<file path="config.mk">
export PLATFORM = sky130hd
export DESIGN_NAME = blk_dma_engine
export DESIGN_NICKNAME = d
export VERILOG_FILES = /design/src/rtl/dma_eng_pkg.sv /design/src/rtl/dma_chan_regs.sv /design/src/rtl/dma_seq.sv /design/src/rtl/dma_pipe.sv /design/src/rtl/blk_dma_engine.sv
export SDC_FILE = /design/constraint.sdc
export NUM_CORES = 1
export LEC_CHECK = 0
export BUFFER_PORTS_ARGS = -buffer_cell sky130_fd_sc_hd__buf_2
export CAP_MARGIN = 20
export CORE_ASPECT_RATIO = 1.75
export CORE_MARGIN = 10
export CORE_UTILIZATION = 62
export CTS_CLUSTER_DIAMETER = 40
export DETAILED_ROUTE_END_ITERATION = 8
export GPL_TIMING_DRIVEN = 0
export PLACE_DENSITY = 0.92
export SKIP_LAST_GASP = 1
export SLEW_MARGIN = 5
export SYNTH_ARGS = -nofsm -noshare
export SYNTH_HDL_FRONTEND = slang
export SYNTH_SLANG_ARGS = --single-unit
</file>
<file path="constraint.sdc">
create_clock -name clk -period 3.82 [get_ports clk]
set_input_delay 0.382 -clock clk [delete_from_list [all_inputs] [get_ports clk]]
set_output_delay 0.382 -clock clk [all_outputs]
set_load 0.005 [all_outputs]
</file>
<file path="src/rtl/dma_eng_pkg.sv">
package dma_eng_pkg;
  localparam int OFF_W  = 16;
  localparam int BANK_W = 8;
  localparam int BIDX_W = 8;
  localparam int DATA_W = 8;
  localparam int CNT_W  = 16;
  localparam int SEL_W  = 3;
  localparam int LEN_W  = CNT_W + 1;
  localparam int AW     = BANK_W + OFF_W;

  typedef struct packed {
    logic       dir;
    logic       dec;
    logic       fixed;
    logic [2:0] mode;
  } ctrl_t;

  typedef enum logic [SEL_W-1:0] {
    SEL_CTRL   = 3'd0,
    SEL_BIDX   = 3'd1,
    SEL_OFF_LO = 3'd2,
    SEL_OFF_HI = 3'd3,
    SEL_BANK   = 3'd4,
    SEL_CNT_LO = 3'd5,
    SEL_CNT_HI = 3'd6,
    SEL_NONE   = 3'd7
  } reg_sel_e;

  // index offset added for the byte at the given phase of the pattern
  function automatic logic [1:0] pattern_off(input logic [2:0] mode, input logic [1:0] phase);
    case (mode)
      3'd1, 3'd5: pattern_off = {1'b0, phase[0]};
      3'd3, 3'd7: pattern_off = {1'b0, phase[1]};
      3'd4:       pattern_off = phase;
      default:    pattern_off = 2'd0;
    endcase
  endfunction

  function automatic logic [OFF_W-1:0] step_val(input ctrl_t c);
    if (c.fixed)    step_val = '0;
    else if (c.dec) step_val = '1;
    else            step_val = OFF_W'(1);
  endfunction
endpackage

</file>
<file path="src/rtl/dma_chan_regs.sv">
module dma_chan_regs
  import dma_eng_pkg::*;
(
  input  logic              clk,
  input  logic              rst,
  input  logic              wr_en,
  input  logic [SEL_W-1:0]  sel,
  input  logic [7:0]        wdata,
  input  logic              wb_en,
  input  logic [OFF_W-1:0]  wb_off,
  output logic [7:0]        rdata,
  output ctrl_t             ctrl,
  output logic [BIDX_W-1:0] bidx,
  output logic [OFF_W-1:0]  off,
  output logic [BANK_W-1:0] bank,
  output logic [CNT_W-1:0]  cnt
);
  logic [7:0] ctrl_byte;
  assign ctrl_byte = {ctrl.dir, 2'b00, ctrl.dec, ctrl.fixed, ctrl.mode};

  always_ff @(posedge clk) begin
    if (rst) begin
      ctrl  <= '{dir: 1'b0, dec: 1'b0, fixed: 1'b1, mode: 3'd7};
      bidx  <= '1;
      off   <= '1;
      bank  <= '1;
      cnt   <= '1;
      rdata <= '0;
    end else begin
      if (wr_en) begin
        case (reg_sel_e'(sel))
          SEL_CTRL:   ctrl <= '{dir: wdata[7], dec: wdata[4], fixed: wdata[3], mode: wdata[2:0]};
          SEL_BIDX:   bidx <= wdata;
          SEL_OFF_LO: off[7:0] <= wdata;
          SEL_OFF_HI: off[15:8] <= wdata;
          SEL_BANK:   bank <= wdata;
          SEL_CNT_LO: cnt[7:0] <= wdata;
          SEL_CNT_HI: cnt[15:8] <= wdata;
          default: ;
        endcase
      end
      if (wb_en) begin
        off <= wb_off;
        cnt <= '0;
      end
      case (reg_sel_e'(sel))
        SEL_CTRL:   rdata <= ctrl_byte;
        SEL_BIDX:   rdata <= bidx;
        SEL_OFF_LO: rdata <= off[7:0];
        SEL_OFF_HI: rdata <= off[15:8];
        SEL_BANK:   rdata <= bank;
        SEL_CNT_LO: rdata <= cnt[7:0];
        SEL_CNT_HI: rdata <= cnt[15:8];
        default:    rdata <= '0;
      endcase
    end
  end
endmodule

</file>
<file path="src/rtl/dma_seq.sv">
module dma_seq
  import dma_eng_pkg::*;
#(
  parameter logic [BANK_W-1:0] NM_BANK0 = 8'h7E,
  parameter logic [BANK_W-1:0] NM_BANK1 = 8'h7F,
  parameter logic [BIDX_W-1:0] NM_BIDX  = 8'h80
) (
  input  logic              clk,
  input  logic              rst,
  input  logic              start,
  input  ctrl_t             ctrl,
  input  logic [BIDX_W-1:0] bidx,
  input  logic [OFF_W-1:0]  off,
  input  logic [BANK_W-1:0] bank,
  input  logic [CNT_W-1:0]  cnt,
  input  logic              pipe_busy,
  output logic              busy,
  output logic              iss_v,
  output logic [AW-1:0]     iss_a,
  output logic [BIDX_W-1:0] iss_b,
  output logic              dir_q,
  output logic              fixed_q,
  output logic              nomove_q,
  output logic [2:0]        mode_q,
  output logic              done,
  output logic [OFF_W-1:0]  wb_off
);
  logic [LEN_W-1:0]  left;
  logic [LEN_W-1:0]  len_ld;
  logic [OFF_W-1:0]  ptr;
  logic [OFF_W-1:0]  step_q;
  logic [1:0]        phase;
  logic [BANK_W-1:0] bank_q;
  logic [BIDX_W-1:0] bidx_q;
  logic              nm_hit;

  assign len_ld = (cnt == '0) ? (LEN_W'(1) << CNT_W) : {1'b0, cnt};
  assign nm_hit = !ctrl.dir && ((bank == NM_BANK0) || (bank == NM_BANK1)) && (bidx == NM_BIDX);
  assign done   = busy && (left == '0) && (nomove_q || (!iss_v && !pipe_busy));
  assign wb_off = ptr;

  always_ff @(posedge clk) begin
    if (rst) begin
      busy     <= 1'b0;
      iss_v    <= 1'b0;
      iss_a    <= '0;
      iss_b    <= '0;
      left     <= '0;
      ptr      <= '0;
      step_q   <= '0;
      phase    <= '0;
      bank_q   <= '0;
      bidx_q   <= '0;
      dir_q    <= 1'b0;
      fixed_q  <= 1'b0;
      nomove_q <= 1'b0;
      mode_q   <= '0;
    end else begin
      iss_v <= 1'b0;
      if (!busy) begin
        if (start) begin
          busy     <= 1'b1;
          left     <= len_ld;
          ptr      <= nm_hit ? (off + cnt) : off;
          phase    <= '0;
          nomove_q <= nm_hit;
          dir_q    <= ctrl.dir;
          fixed_q  <= ctrl.fixed;
          mode_q   <= ctrl.mode;
          step_q   <= step_val(ctrl);
          bank_q   <= bank;
          bidx_q   <= bidx;
        end
      end else begin
        if (done) busy <= 1'b0;
        if (left != '0) begin
          left <= left - LEN_W'(1);
          if (!nomove_q) begin
            iss_v <= 1'b1;
            iss_a <= {bank_q, ptr};
            iss_b <= bidx_q + BIDX_W'(pattern_off(mode_q, phase));
            ptr   <= ptr + step_q;
            phase <= phase + 2'd1;
          end
        end
      end
    end
  end
endmodule

</file>
<file path="src/rtl/dma_pipe.sv">
module dma_pipe
  import dma_eng_pkg::*;
(
  input  logic              clk,
  input  logic              rst,
  input  logic              iss_v,
  input  logic              dir,
  input  logic [AW-1:0]     iss_a,
  input  logic [BIDX_W-1:0] iss_b,
  input  logic [DATA_W-1:0] a_rdata,
  input  logic [DATA_W-1:0] b_rdata,
  output logic              data_v,
  output logic              a_req,
  output logic              a_we,
  output logic [AW-1:0]     a_addr,
  output logic [DATA_W-1:0] a_wdata,
  output logic              b_req,
  output logic              b_we,
  output logic [BIDX_W-1:0] b_addr,
  output logic [DATA_W-1:0] b_wdata
);
  logic              s2_v, wr_v;
  logic [AW-1:0]     s2_a, wr_a;
  logic [BIDX_W-1:0] s2_b, wr_b;
  logic [DATA_W-1:0] wr_d;

  always_ff @(posedge clk) begin
    if (rst) begin
      s2_v <= 1'b0;
      wr_v <= 1'b0;
      s2_a <= '0;
      wr_a <= '0;
      s2_b <= '0;
      wr_b <= '0;
      wr_d <= '0;
    end else begin
      s2_v <= iss_v;
      s2_a <= iss_a;
      s2_b <= iss_b;
      wr_v <= s2_v;
      wr_a <= s2_a;
      wr_b <= s2_b;
      wr_d <= dir ? b_rdata : a_rdata;
    end
  end

  assign data_v  = s2_v;
  assign a_req   = dir ? wr_v : iss_v;
  assign a_we    = dir & wr_v;
  assign a_addr  = dir ? wr_a : iss_a;
  assign a_wdata = wr_d;
  assign b_req   = dir ? iss_v : wr_v;
  assign b_we    = !dir & wr_v;
  assign b_addr  = dir ? iss_b : wr_b;
  assign b_wdata = wr_d;
endmodule

</file>
<file path="src/rtl/blk_dma_engine.sv">
module blk_dma_engine
  import dma_eng_pkg::*;
#(
  parameter logic [BANK_W-1:0] NM_BANK0 = 8'h7E,
  parameter logic [BANK_W-1:0] NM_BANK1 = 8'h7F,
  parameter logic [BIDX_W-1:0] NM_BIDX  = 8'h80
) (
  input  logic              clk,
  input  logic              rst,
  input  logic              reg_wr,
  input  logic [SEL_W-1:0]  reg_sel,
  input  logic [7:0]        reg_wdata,
  output logic [7:0]        reg_rdata,
  input  logic              start,
  output logic              busy,
  output logic              a_req,
  output logic              a_we,
  output logic [AW-1:0]     a_addr,
  output logic [DATA_W-1:0] a_wdata,
  input  logic [DATA_W-1:0] a_rdata,
  output logic              b_req,
  output logic              b_we,
  output logic [BIDX_W-1:0] b_addr,
  output logic [DATA_W-1:0] b_wdata,
  input  logic [DATA_W-1:0] b_rdata
);
  ctrl_t             cfg_ctrl;
  logic [BIDX_W-1:0] cfg_bidx;
  logic [OFF_W-1:0]  cfg_off;
  logic [BANK_W-1:0] cfg_bank;
  logic [CNT_W-1:0]  cnt_q;
  logic              xfer_done;
  logic [OFF_W-1:0]  wb_off;
  logic              iss_v, data_v, dir_q, fixed_q, nomove_q;
  logic [AW-1:0]     iss_a;
  logic [BIDX_W-1:0] iss_b;
  logic [2:0]        mode_q;

  dma_chan_regs u_regs (
    .clk    (clk),
    .rst    (rst),
    .wr_en  (reg_wr),
    .sel    (reg_sel),
    .wdata  (reg_wdata),
    .wb_en  (xfer_done),
    .wb_off (wb_off),
    .rdata  (reg_rdata),
    .ctrl   (cfg_ctrl),
    .bidx   (cfg_bidx),
    .off    (cfg_off),
    .bank   (cfg_bank),
    .cnt    (cnt_q)
  );

  dma_seq #(
    .NM_BANK0 (NM_BANK0),
    .NM_BANK1 (NM_BANK1),
    .NM_BIDX  (NM_BIDX)
  ) u_seq (
    .clk       (clk),
    .rst       (rst),
    .start     (start),
    .ctrl      (cfg_ctrl),
    .bidx      (cfg_bidx),
    .off       (cfg_off),
    .bank      (cfg_bank),
    .cnt       (cnt_q),
    .pipe_busy (data_v),
    .busy      (busy),
    .iss_v     (iss_v),
    .iss_a     (iss_a),
    .iss_b     (iss_b),
    .dir_q     (dir_q),
    .fixed_q   (fixed_q),
    .nomove_q  (nomove_q),
    .mode_q    (mode_q),
    .done      (xfer_done),
    .wb_off    (wb_off)
  );

  dma_pipe u_pipe (
    .clk     (clk),
    .rst     (rst),
    .iss_v   (iss_v),
    .dir     (dir_q),
    .iss_a   (iss_a),
    .iss_b   (iss_b),
    .a_rdata (a_rdata),
    .b_rdata (b_rdata),
    .data_v  (data_v),
    .a_req   (a_req),
    .a_we    (a_we),
    .a_addr  (a_addr),
    .a_wdata (a_wdata),
    .b_req   (b_req),
    .b_we    (b_we),
    .b_addr  (b_addr),
    .b_wdata (b_wdata)
  );
endmodule

</file>
==> out/metrics.yaml, run 1 <==
yosys:
  ys.flop_type: "dfxtp_1"
  syn_area_sq_mm: 0.0108
  synth-edff-count: 0
  synthCells: 1221
  synthTopCellsByArea: "dfxtp_1 (42%), nand2_1 (6.7%), nor2b_1 (4.6%), mux2_2 (4.2%), mux2i_1 (4.0%)"
  yosys.area.top_type: "dfxtp_1"
  avgSynthCellArea_sq_um: 8.80
  yosysUniqueCellTypes: 78
  ys_seq_elements: 228
  yosys.area.top_type_share_pct: 42.5
  async_reset_ff_share_pct: 0
  ys_seq_area_share_pct: 42.5
  synth_fp_nets: 1289
  yosysWarnings: 0
placed_design:
  gp_congestion: 1.05
  hpwl_um: 25100
  dpl.cell_count: 1536
  post-place-ws_ns: 0.809
  place_area_sq_mm: 0.0115
  port_buffers: 88
timing:
  period_share_pct: 81.0
  max_slew_margin_pct: 36.9
  fmax_ghz: 0.323
  setup_tns_ns: 0
  holdWs_ns: 0.0956
  hold_viol: 0
  setup_slack_ns: 0.725
  rsz0062_at_grt: "no"
  fin_worst_skew_ns: 0.0173
  setup_violations: 0
  period_minus_slack_ns: 3.09
  slew_violations: 0
  tightest_slew_ns: 0.946
run:
  drv_cap: 0
cells_and_area:
  nets: 1401
  stdcell_count: 1574
  final_util_pct: 71.7
  design_area_sq_mm: 0.0122
  nFillCells: 1259
  drive_gt1_share_pct: 15.7
  final_cell_mix: "dfxtp_1 (228), nand2_1 (191), buf_2 (98)"
  syn_to_final_growth_pct: 13.5
  final_common_cell: "dfxtp_1"
  register_area_sq_mm: 0.00456
  antenna_cells: 0
  multi_input_area_sq_mm: 0.00579
global_routing:
  grt_pass1_wl_um: 53200
  grt_usage_pct: 28.1
  antenna_found_initial: 0
  grt_overflow: 0
  grt_max_degree: 18
  grt_pass1_vias: 9957
status:
  status: "complete, no violations"
power:
  power_switching_share_pct: 26.7
  p_per_area_mw_per_mm2: 454
  ir_worst_vdd_uv: 396
  power_frac_clock_pct: 40.3
  p_seq_share_pct: 47.3
  total_power_mw: 5.54
  p_switching_mw: 1.48
  pwr-share-comb_pct: 12.4
  leakage_nw: 5.27
  intPower_mw: 4.06
min_path:
  min-delay-start: "a_rdata[0]"
  hold_path_end: "u_pipe.a_wdata[0]$_SDFF_PP0_"
  hp-class: "in2reg"
  hold_path_depth: 3
die:
  dieWidth_um: 120
  initial_core_util_pct: 63.1
  dieArea_sq_mm: 0.0232
  core_area_sq_mm: 0.0170
  die_h_um: 194
  io_pins: 92
  rows: 63
drt:
  drtIter0Drc: 1152
  ant_nets: 0
  avgViaCountPerCell: 6.24
  num_vias: 9819
  wl_um: 33900
  dr.pass1.iters: 5
  drc: 0
  wl_per_cell_um: 21.5
worst_setup_path:
  path_delay_family: "compound AO/OA/AOI/OAI gates"
  cp_cell_sequence: "ha_1 -> a21oi_1 -> o211ai_2 -> a221o_1 -> o31ai_4 -> o21ai_1 -> or4_1 -> a41oi_2"
  ff2ff_path_depth: 8
  required_ns: 4.25
  critPathSlowestCell: "dfxtp_1"
  crit_path_end_kind: "flop"
  r2r_end: "u_seq.wb_off[15]$_SDFFE_PP0P_"
  critPathKind: "reg2reg"
  ff2ff_setup_slack_ns: 0.73
  critPathBufInv: 0
  cp_num_cells: 8
  cp-start-kind: "flop"
  r2r_start: "u_seq.step_q[14]$_SDFFE_PP0P_"
  slowest_delay_ns: 0.82
  arrival_ns: 3.53
  cp_max_fo: 17
clock_tree:
  clk_latency_ns: 0.52
  cts_made_buffers: 21
  tritoncts: "yes"
  cts-hold-fix-buffers: 0
  root_buffer: "clkbuf_16"
  clkTransAtPathRegs_ns: 0.07
  post_cts_resized: 0
  cts.sinks: 228
  cts.htree.levels: 1
  cts_buffer_depth: 3
  cts_setup_buffers: 0
-- Yosys cell counts, types with 11 or more instances --
| master | number |
|---|---|
| a211oi_1 | 19 |
| o21ai_0 | 73 |
| mux2i_1 | 43 |
| nor4_1 | 11 |
| dfxtp_1 | 228 |
| o22a_1 | 26 |
| a21oi_1 | 83 |
| inv_1 | 13 |
| nor3_1 | 13 |
| nand2_1 | 191 |
| mux2_2 | 40 |
| nor2b_1 | 79 |
| clkbuf_1 | 48 |
| a21o_1 | 12 |
| ha_1 | 34 |
| nor2_1 | 70 |
| xnor2_1 | 14 |
| nand3_1 | 52 |
| xor2_1 | 15 |
-- cell type report --
class	count	area share, %
multi-input cells	901	47.4
flip-flops and latches	228	37.4
clock buffers	27	4.74
repair buffers	89	3.65
plain buffers	78	2.81
well taps	227	2.33
clock inverters	10	1.22
inverters	14	0.431
-- worst register-to-register path, cell delays in order (launching register included) --
cell and delay, ns:
dfxtp_1 0.82, ha_1 0.37, a21oi_1 0.23, o211ai_2 0.20
a221o_1 0.42, o31ai_4 0.25, o21ai_1 0.12, or4_1 0.44
a41oi_2 0.18
-- per-layer routing --
layer  GRT usage [%]  part of all wire [%]  vias up
li1                -                     -     4530
met1            29.7                    35     4568
met2            49.7                    50      556
met3            4.26                   7.8      165
met4            19.1                   7.5        0
met5               0                     0        -
-- how the worst max path moves through the flow --
stage | start | slack (ns) | end
after floorplan | u_seq.step_q[14]$_SDFFE_PP0P_ | 1.28 | u_seq.wb_off[15]$_SDFFE_PP0P_
after global placement | u_seq.step_q[14]$_SDFFE_PP0P_ | 0.84 | u_seq.wb_off[15]$_SDFFE_PP0P_
after detailed placement | u_seq.step_q[14]$_SDFFE_PP0P_ | 0.81 | u_seq.wb_off[15]$_SDFFE_PP0P_
after CTS | u_seq.step_q[14]$_SDFFE_PP0P_ | 0.78 | u_seq.wb_off[15]$_SDFFE_PP0P_
after global routing | u_seq.step_q[14]$_SDFFE_PP0P_ | 0.63 | u_seq.wb_off[15]$_SDFFE_PP0P_
final | u_seq.step_q[14]$_SDFFE_PP0P_ | 0.73 | u_seq.wb_off[15]$_SDFFE_PP0P_
-- power by group through the flow --
stage | sequential, mW | combinational (mW) | clock (mW)
floorplan | 2.62 | 0.466 | 0
global placement | 2.66 | 0.645 | 0
detailed placement | 2.66 | 0.661 | 0
CTS | 2.61 | 0.669 | 2.23
global route | 2.63 | 0.751 | 2.32
finish | 2.62 | 0.686 | 2.23
-- flip-flops by register name, summed over array words and instances, names as in the netlist, 16 cells and up --
| signal | flops |
|---|---|
| u_pipe.wr_a | 24 |
| u_seq.iss_a | 24 |
| u_pipe.s2_a | 24 |
| u_seq.wb_off | 16 |
| u_regs.cnt | 16 |
| u_regs.off | 16 |
| u_seq.left | 17 |
-- logic make-up after synthesis --
logic type | after synthesis | share of synthesized area, %
AND/OR/NAND/NOR | 464 | 20.8
AO/OA/AOI/OAI | 285 | 17.4
flip-flops | 228 | 42.5
buffers and inverters | 92 | 3.68
multiplexers | 86 | 8.82
adder cells (fa/ha/maj) | 37 | 4.52
XOR/XNOR | 29 | 2.36
Power figures use the tool's default switching activity.
==> inputs of run 2 (changes only) <==
- CORE_UTILIZATION: 62 -> 60
- PLACE_DENSITY: 0.92 -> 0.9
- clock period: 3.82 -> 3.14 ns (I/O delays scaled with it)
==> out/metrics.yaml, run 2 (synthesis results as in run 1) <==
timing:
  rsz0062_at_grt: "no"
  fin_worst_skew_ns: 0.0207  # +0.00338 ns
  max_slew_margin_pct: 22.2  # -15 points
  hold_viol: 0  # unchanged
  setup_violations: 0  # unchanged
  setup_tns_ns: 0  # unchanged
  slew_violations: 0  # unchanged
  period_minus_slack_ns: 3.04  # -0.0582 ns
  tightest_slew_ns: 1.16  # +0.212 ns
  period_share_pct: 96.7  # +16 points
  fmax_ghz: 0.329  # +1.9%
worst_setup_path:
  critPathSlowestCell: "dfxtp_1"
  slowest_delay_ns: 0.49  # -0.33 ns
  cp_max_fo: 7  # -10
  cp_cell_sequence: "ha_1 -> clkbuf_1 -> a21oi_1 -> o22ai_1 -> or2_2 -> o21ai_0 -> mux2i_1 -> mux2i_1 -> a41oi_2"
  cp-start-kind: "flop"
  required_ns: 3.53  # -0.72 ns
  cp_common_cell: "mux2i_1"
  critPathBufInv: 1  # +1
  arrival_ns: 3.42  # -0.11 ns
  crit_path_end_kind: "flop"
  path_delay_family: "compound AO/OA/AOI/OAI gates"
  critPathKind: "reg2reg"
global_routing:
  grt_usage_pct: 27.7  # -0.40 points
  grt_pass1_vias: 9968  # +0.11%
  grt_overflow: 0  # unchanged
  grt_max_degree: 18  # unchanged
  antenna_found_initial: 0  # unchanged
  grt_pass1_wl_um: 53500  # +0.54%
drt:
  drtIter0Drc: 1029  # -11%
  wl_um: 33900  # about the same
  avgViaCountPerCell: 6.30  # +0.97%
  ant_nets: 0  # unchanged
  num_vias: 9958  # +1.4%
  drc: 0  # unchanged
  wl_per_cell_um: 21.4  # -0.41%
  dr.pass1.iters: 6  # +1
cells_and_area:
  syn_to_final_growth_pct: 14.2
  multi_input_area_sq_mm: 0.00579  # unchanged
  nets: 1402  # +0.071%
  final_util_pct: 70.0  # -1.7 points
  final_common_cell: "dfxtp_1"
  register_area_sq_mm: 0.00457  # about the same
  nFillCells: 1364  # +8.3%
  largestRegisters: "u_pipe.s2_a: 24 flops, u_pipe.wr_a: 24 flops, u_seq.iss_a: 24 flops"
  antenna_cells: 0  # unchanged
  final_cell_mix: "dfxtp_1 (227), nand2_1 (191), buf_2 (98)"
  drive_gt1_share_pct: 16.1  # +0.41 points
die:
  dieArea_sq_mm: 0.0239  # +2.9%
  io_pins: 92  # unchanged
  initial_core_util_pct: 61.3  # -1.8 points
  dieWidth_um: 121  # +1.4%
  core_area_sq_mm: 0.0175  # +3.0%
  die_h_um: 197  # +1.5%
  rows: 64  # +1.6%
clock_tree:
  clk_latency_ns: 0.52  # about the same
  cts_buffer_depth: 3  # unchanged
  cts_setup_buffers: 0  # unchanged
  root_buffer: "clkbuf_16"
  post_cts_resized: 0  # unchanged
  cts.sinks: 228  # unchanged
  cts-hold-fix-buffers: 0  # unchanged
  tritoncts: "yes"
  clkTransAtPathRegs_ns: 0.07  # about the same
  cts.htree.levels: 1  # unchanged
  cts_made_buffers: 22  # +4.8%
power:
  power_frac_clock_pct: 41.6  # +1.3 points
  ir_worst_vdd_uv: 542  # +37%
  total_power_mw: 6.88  # +24%
  leakage_nw: 5.29  # +0.53%
  power_switching_share_pct: 27.0  # +0.26 points
  p_per_area_mw_per_mm2: 560  # +24%
  pwr-share-comb_pct: 12.1  # -0.3 points
  intPower_mw: 5.02  # +24%
  p_switching_mw: 1.86  # +25%
  p_seq_share_pct: 46.3  # -1.0 points
run:
  drv_cap: 0  # unchanged
min_path:
  hp-class: "in2reg"
placed_design:
  gp_congestion: 1.02  # -3.1%
  port_buffers: 88  # unchanged
  hpwl_um: 25700  # +2.3%
status:
  status: "complete, no violations"
[run 2: cell count changes in the layout (fill, tap and decap cells not counted), moves of 2 or more]
cell        previous run  this run
clkinv_8               0         2
inv_6                  3         0
clkbuf_1              51        49
clkinv_2               1         3
clkinvlp_4             1         3
[run 2: through the flow]
step | hold WS (ns) | cell area (sq um) | setup slack [ns] | cells
floorplan | 0.414 | 10800 | 0.597 | 1221
global placement | 0.414 | 11500 | 0.169 | 1540
detailed placement | 0.424 | 11500 | 0.124 | 1540
CTS | 0.0268 | 12300 | 0.107 | 1580
global route | 0.0377 | 12300 | 0.00797 | 1581
finish | 0.0283 | 12300 | 0.103 | 1581
[run 2: worst reg2reg max path, stage by stage (launching register included)]
cell	delay (ns)
dfxtp_1	0.49
ha_1	0.29
clkbuf_1	0.18
a21oi_1	0.25
o22ai_1	0.17
or2_2	0.31
o21ai_0	0.47
mux2i_1	0.33
mux2i_1	0.29
a41oi_2	0.14
[run 2: path summary, 6_finish.rpt]
path | startpoint | cells after the start | slack [ns] | to
hold reg to reg | u_pipe.s2_a[7]$_SDFF_PP0_ | 1 | 0.44 | u_pipe.wr_a[7]$_SDFF_PP0_
hold / removal | a_rdata[1] | 3 | 0.03 | u_pipe.a_wdata[1]$_SDFF_PP0_
setup / recovery | u_regs.cnt[4]$_SDFFE_PP1P_ | 9 | 0.10 | u_seq.wb_off[15]$_SDFFE_PP0P_
setup reg to reg | u_regs.cnt[4]$_SDFFE_PP1P_ | 9 | 0.10 | u_seq.wb_off[15]$_SDFFE_PP0P_
[run 2: layout make-up]
| type | count | area share (%) |
|---|---|---|
| repair buffers | 89 | 3.63 |
| inverters | 14 | 0.428 |
| plain buffers | 78 | 2.79 |
| flip-flops and latches | 228 | 37.2 |
| well taps | 231 | 2.35 |
| multi-input cells | 901 | 47.2 |
| clock inverters | 13 | 1.49 |
| clock buffers | 27 | 4.96 |
[run 2: power by group through the flow]
stage | Sequential [mW] | Combinational [mW] | Clock (mW)
global placement | 3.23 | 0.789 | 0
floorplan | 3.18 | 0.567 | 0
global route | 3.19 | 0.916 | 2.98
detailed placement | 3.24 | 0.808 | 0
finish | 3.19 | 0.831 | 2.86
CTS | 3.18 | 0.817 | 2.86
[run 2: per-layer routing]
metal	vias up	track usage, %	wire (um)
met5	-	0	0
met4	0	19.0	2690
met3	173	3.92	2520
met2	550	49.3	17000
li1	4556	-	-
met1	4679	29.4	11700
==> inputs of run 3 (changes only) <==
--- a/config.mk
+++ b/config.mk
@@ -7,3 +7,3 @@
 export LEC_CHECK = 0
-export BUFFER_PORTS_ARGS = -buffer_cell sky130_fd_sc_hd__buf_2
+export BUFFER_PORTS_ARGS = -buffer_cell sky130_fd_sc_hd__buf_4
 export CAP_MARGIN = 20
==> constraint.sdc (replaced) <==
create_clock -name clk -period 3.14 [get_ports clk]
set_input_delay 0.157 -clock clk [delete_from_list [all_inputs] [get_ports clk]]
set_output_delay 0.157 -clock clk [all_outputs]
set_load 0.005 [all_outputs]
==> out/metrics.yaml, run 3 (synthesis results as in run 1) <==
clock_tree:
  clk_latency_ns: 0.53  # about the same
  cts_setup_buffers: 0  # unchanged
  cts.htree.levels: 1  # unchanged
  cts_buffer_depth: 3  # unchanged
  cts.sinks: 228  # unchanged
  cts_made_buffers: 22  # unchanged
  clkTransAtPathRegs_ns: 0.07  # about the same
  root_buffer: "clkbuf_16"
  tritoncts: "yes"
die:
  io_pins: 92  # unchanged
  core_area_sq_mm: 0.0175  # unchanged
  die_h_um: 197  # unchanged
  dieWidth_um: 121  # unchanged
  rows: 64  # unchanged
  initial_core_util_pct: 61.3  # unchanged
  dieArea_sq_mm: 0.0239  # unchanged
worst_setup_path:
  r2r_start: "u_regs.cnt[0]$_SDFFE_PP1P_"
  r2r_end: "u_seq.wb_off[10]$_SDFFE_PP0P_"
  cp-start-kind: "flop"
  crit_path_end_kind: "flop"
  startpoint: "u_regs.cnt[0]$_SDFFE_PP1P_"
  required_ns: 3.57  # +0.04 ns
  ff2ff_path_depth: 9  # unchanged
  ff2ff_setup_slack_ns: 0.11  # about the same
  cp_max_fo: 5  # -2
  critPathKind: "reg2reg"
  arrival_ns: 3.45  # +0.03 ns
global_routing:
  antenna_found_initial: 0  # unchanged
  grt_max_degree: 18  # unchanged
  grt_overflow: 0  # unchanged
  grt_pass1_vias: 10400  # +4.7%
  grt_pass1_wl_um: 57500  # +7.4%
  grt_usage_pct: 30.2  # +2.5 points
status:
  status: "complete, no violations"
drt:
  drc: 0  # unchanged
  ant_nets: 0  # unchanged
  drtIter0Drc: 1198  # +16%
  wl_per_cell_um: 22.9  # +6.8%
  avgViaCountPerCell: 6.28  # -0.26%
  dr.pass1.iters: 7  # +1
  wl_um: 36700  # +8.4%
  num_vias: 10100  # +1.3%
timing:
  period_share_pct: 96.4  # -0.34 points
  tightest_slew_ns: 1.01  # -0.152 ns
  rsz0062_at_grt: "no"
  fin_worst_skew_ns: 0.0282  # +0.00750 ns
  hold_viol: 0  # unchanged
  setup_tns_ns: 0  # unchanged
  period_minus_slack_ns: 3.03  # -0.0106 ns
  setup_violations: 0  # unchanged
  fmax_ghz: 0.330  # +0.35%
  max_slew_margin_pct: 32.2  # +10 points
  slew_violations: 0  # unchanged
  holdWs_ns: 0.191  # +0.162 ns
power:
  p_seq_share_pct: 46.4  # about the same
  ir_worst_vdd_uv: 451  # -17%
  power_switching_share_pct: 27.6  # +0.65 points
  pwr-share-comb_pct: 13.3  # +1.2 points
  leakage_nw: 5.42  # +2.3%
  intPower_mw: 4.97  # -0.98%
  p_switching_mw: 1.90  # +2.3%
  power_frac_clock_pct: 40.3  # -1.3 points
  p_per_area_mw_per_mm2: 541  # -3.5%
cells_and_area:
  nets: 1427  # +1.8%
  final_common_cell: "dfxtp_1"
  syn_to_final_growth_pct: 18.3
  stdcell_count: 1606  # +1.6%
  antenna_cells: 0  # unchanged
  multi_input_area_sq_mm: 0.00579  # unchanged
  largestRegisters: "u_pipe.s2_a: 24 flops, u_pipe.wr_a: 24 flops, u_seq.iss_a: 24 flops"
  nFillCells: 1248  # -8.5%
  register_area_sq_mm: 0.00457  # unchanged
  drive_gt1_share_pct: 15.7  # -0.36 points
  final_cell_mix: "dfxtp_1 (227), nand2_1 (191), buf_4 (98)"
min_path:
  hold_path_end: "u_regs.rdata[7]$_SDFF_PP0_"
  hp-class: "in2reg"
  min-delay-start: "reg_sel[2]"
  hold_path_depth: 6  # +3
placed_design:
  hpwl_um: 25500  # -0.41%
  dpl.cell_count: 1541  # +0.065%
  gp_congestion: 1.00  # -1.9%
  port_buffers: 88  # unchanged
run:
  drv_cap: 0  # unchanged
[run 3: what timing repair did]
action | 4_1_cts | 5_1_grt
hold endpoints to repair | 30 | 0
endpoints found under the setup margin | 0 | 2
gates resized for setup | 0 | 2
hold buffers | 25 | 0
[run 3: metal layers]
| metal | wire length, um | up-vias | GRT usage, % |
|---|---|---|---|
| met5 | 0 | - | 0 |
| met4 | 2790 | 0 | 21.9 |
| met3 | 3060 | 199 | 6.61 |
| met2 | 18400 | 622 | 52.1 |
| met1 | 12500 | 4673 | 31.5 |
| li1 | - | 4595 | - |
[run 3: area by class of cell]
type                       count  share of cell area, %
inverter                      14                  0.413
buffer                        78                   2.70
multi-input combinational    901                   45.5
clock inverter                13                   1.24
clock buffer                  27                   4.71
sequential                   228                   35.9
tap                          231                   2.27
timing repair buffer         114                   7.20
[run 3: worst max-delay path by stage]
stage / slack [ns] / endpoint / depth (start not counted)
3_3_place_gp: 0.15 / u_seq.wb_off[15]$_SDFFE_PP0P_ / 8
3_5_place_dp: 0.12 / u_seq.wb_off[15]$_SDFFE_PP0P_ / 8
4_1_cts: 0.005 / u_seq.wb_off[15]$_SDFFE_PP0P_ / 8
2_1_floorplan: 0.60 / u_seq.wb_off[15]$_SDFFE_PP0P_ / 8
5_1_grt: 0.01 / u_seq.wb_off[10]$_SDFFE_PP0P_ / 9
6_report: 0.11 / u_seq.wb_off[10]$_SDFFE_PP0P_ / 9
[run 3: stage by stage]
step	util, %	setup WS [ns]	area, sq um	total power [mW]
detailed placement	66.7	0.120	11700	4.08
global placement	66.7	0.155	11700	4.06
floorplan	-	0.597	10800	3.75
global route	72.5	0.0111	12700	7.07
CTS	72.5	0.00518	12700	6.82
finish	72.5	0.114	12700	6.87
[run 3: power by group through the flow]
stage	logic (mW)	registers, mW	clock network [mW]
global placement	0.823	3.23	0
floorplan	0.567	3.18	0
finish	0.915	3.19	2.77
CTS	0.885	3.18	2.76
global route	0.993	3.20	2.87
detailed placement	0.843	3.24	0
[run 3: critical path: stages (launching register included)]
cell	delay (ns)
dfxtp_1	0.42
ha_1	0.28
fa_1	0.41
a21o_1	0.23
a311oi_1	0.44
o21ai_0	0.23
a41oi_1	0.34
xnor2_1	0.17
nand3_1	0.11
a311oi_1	0.29
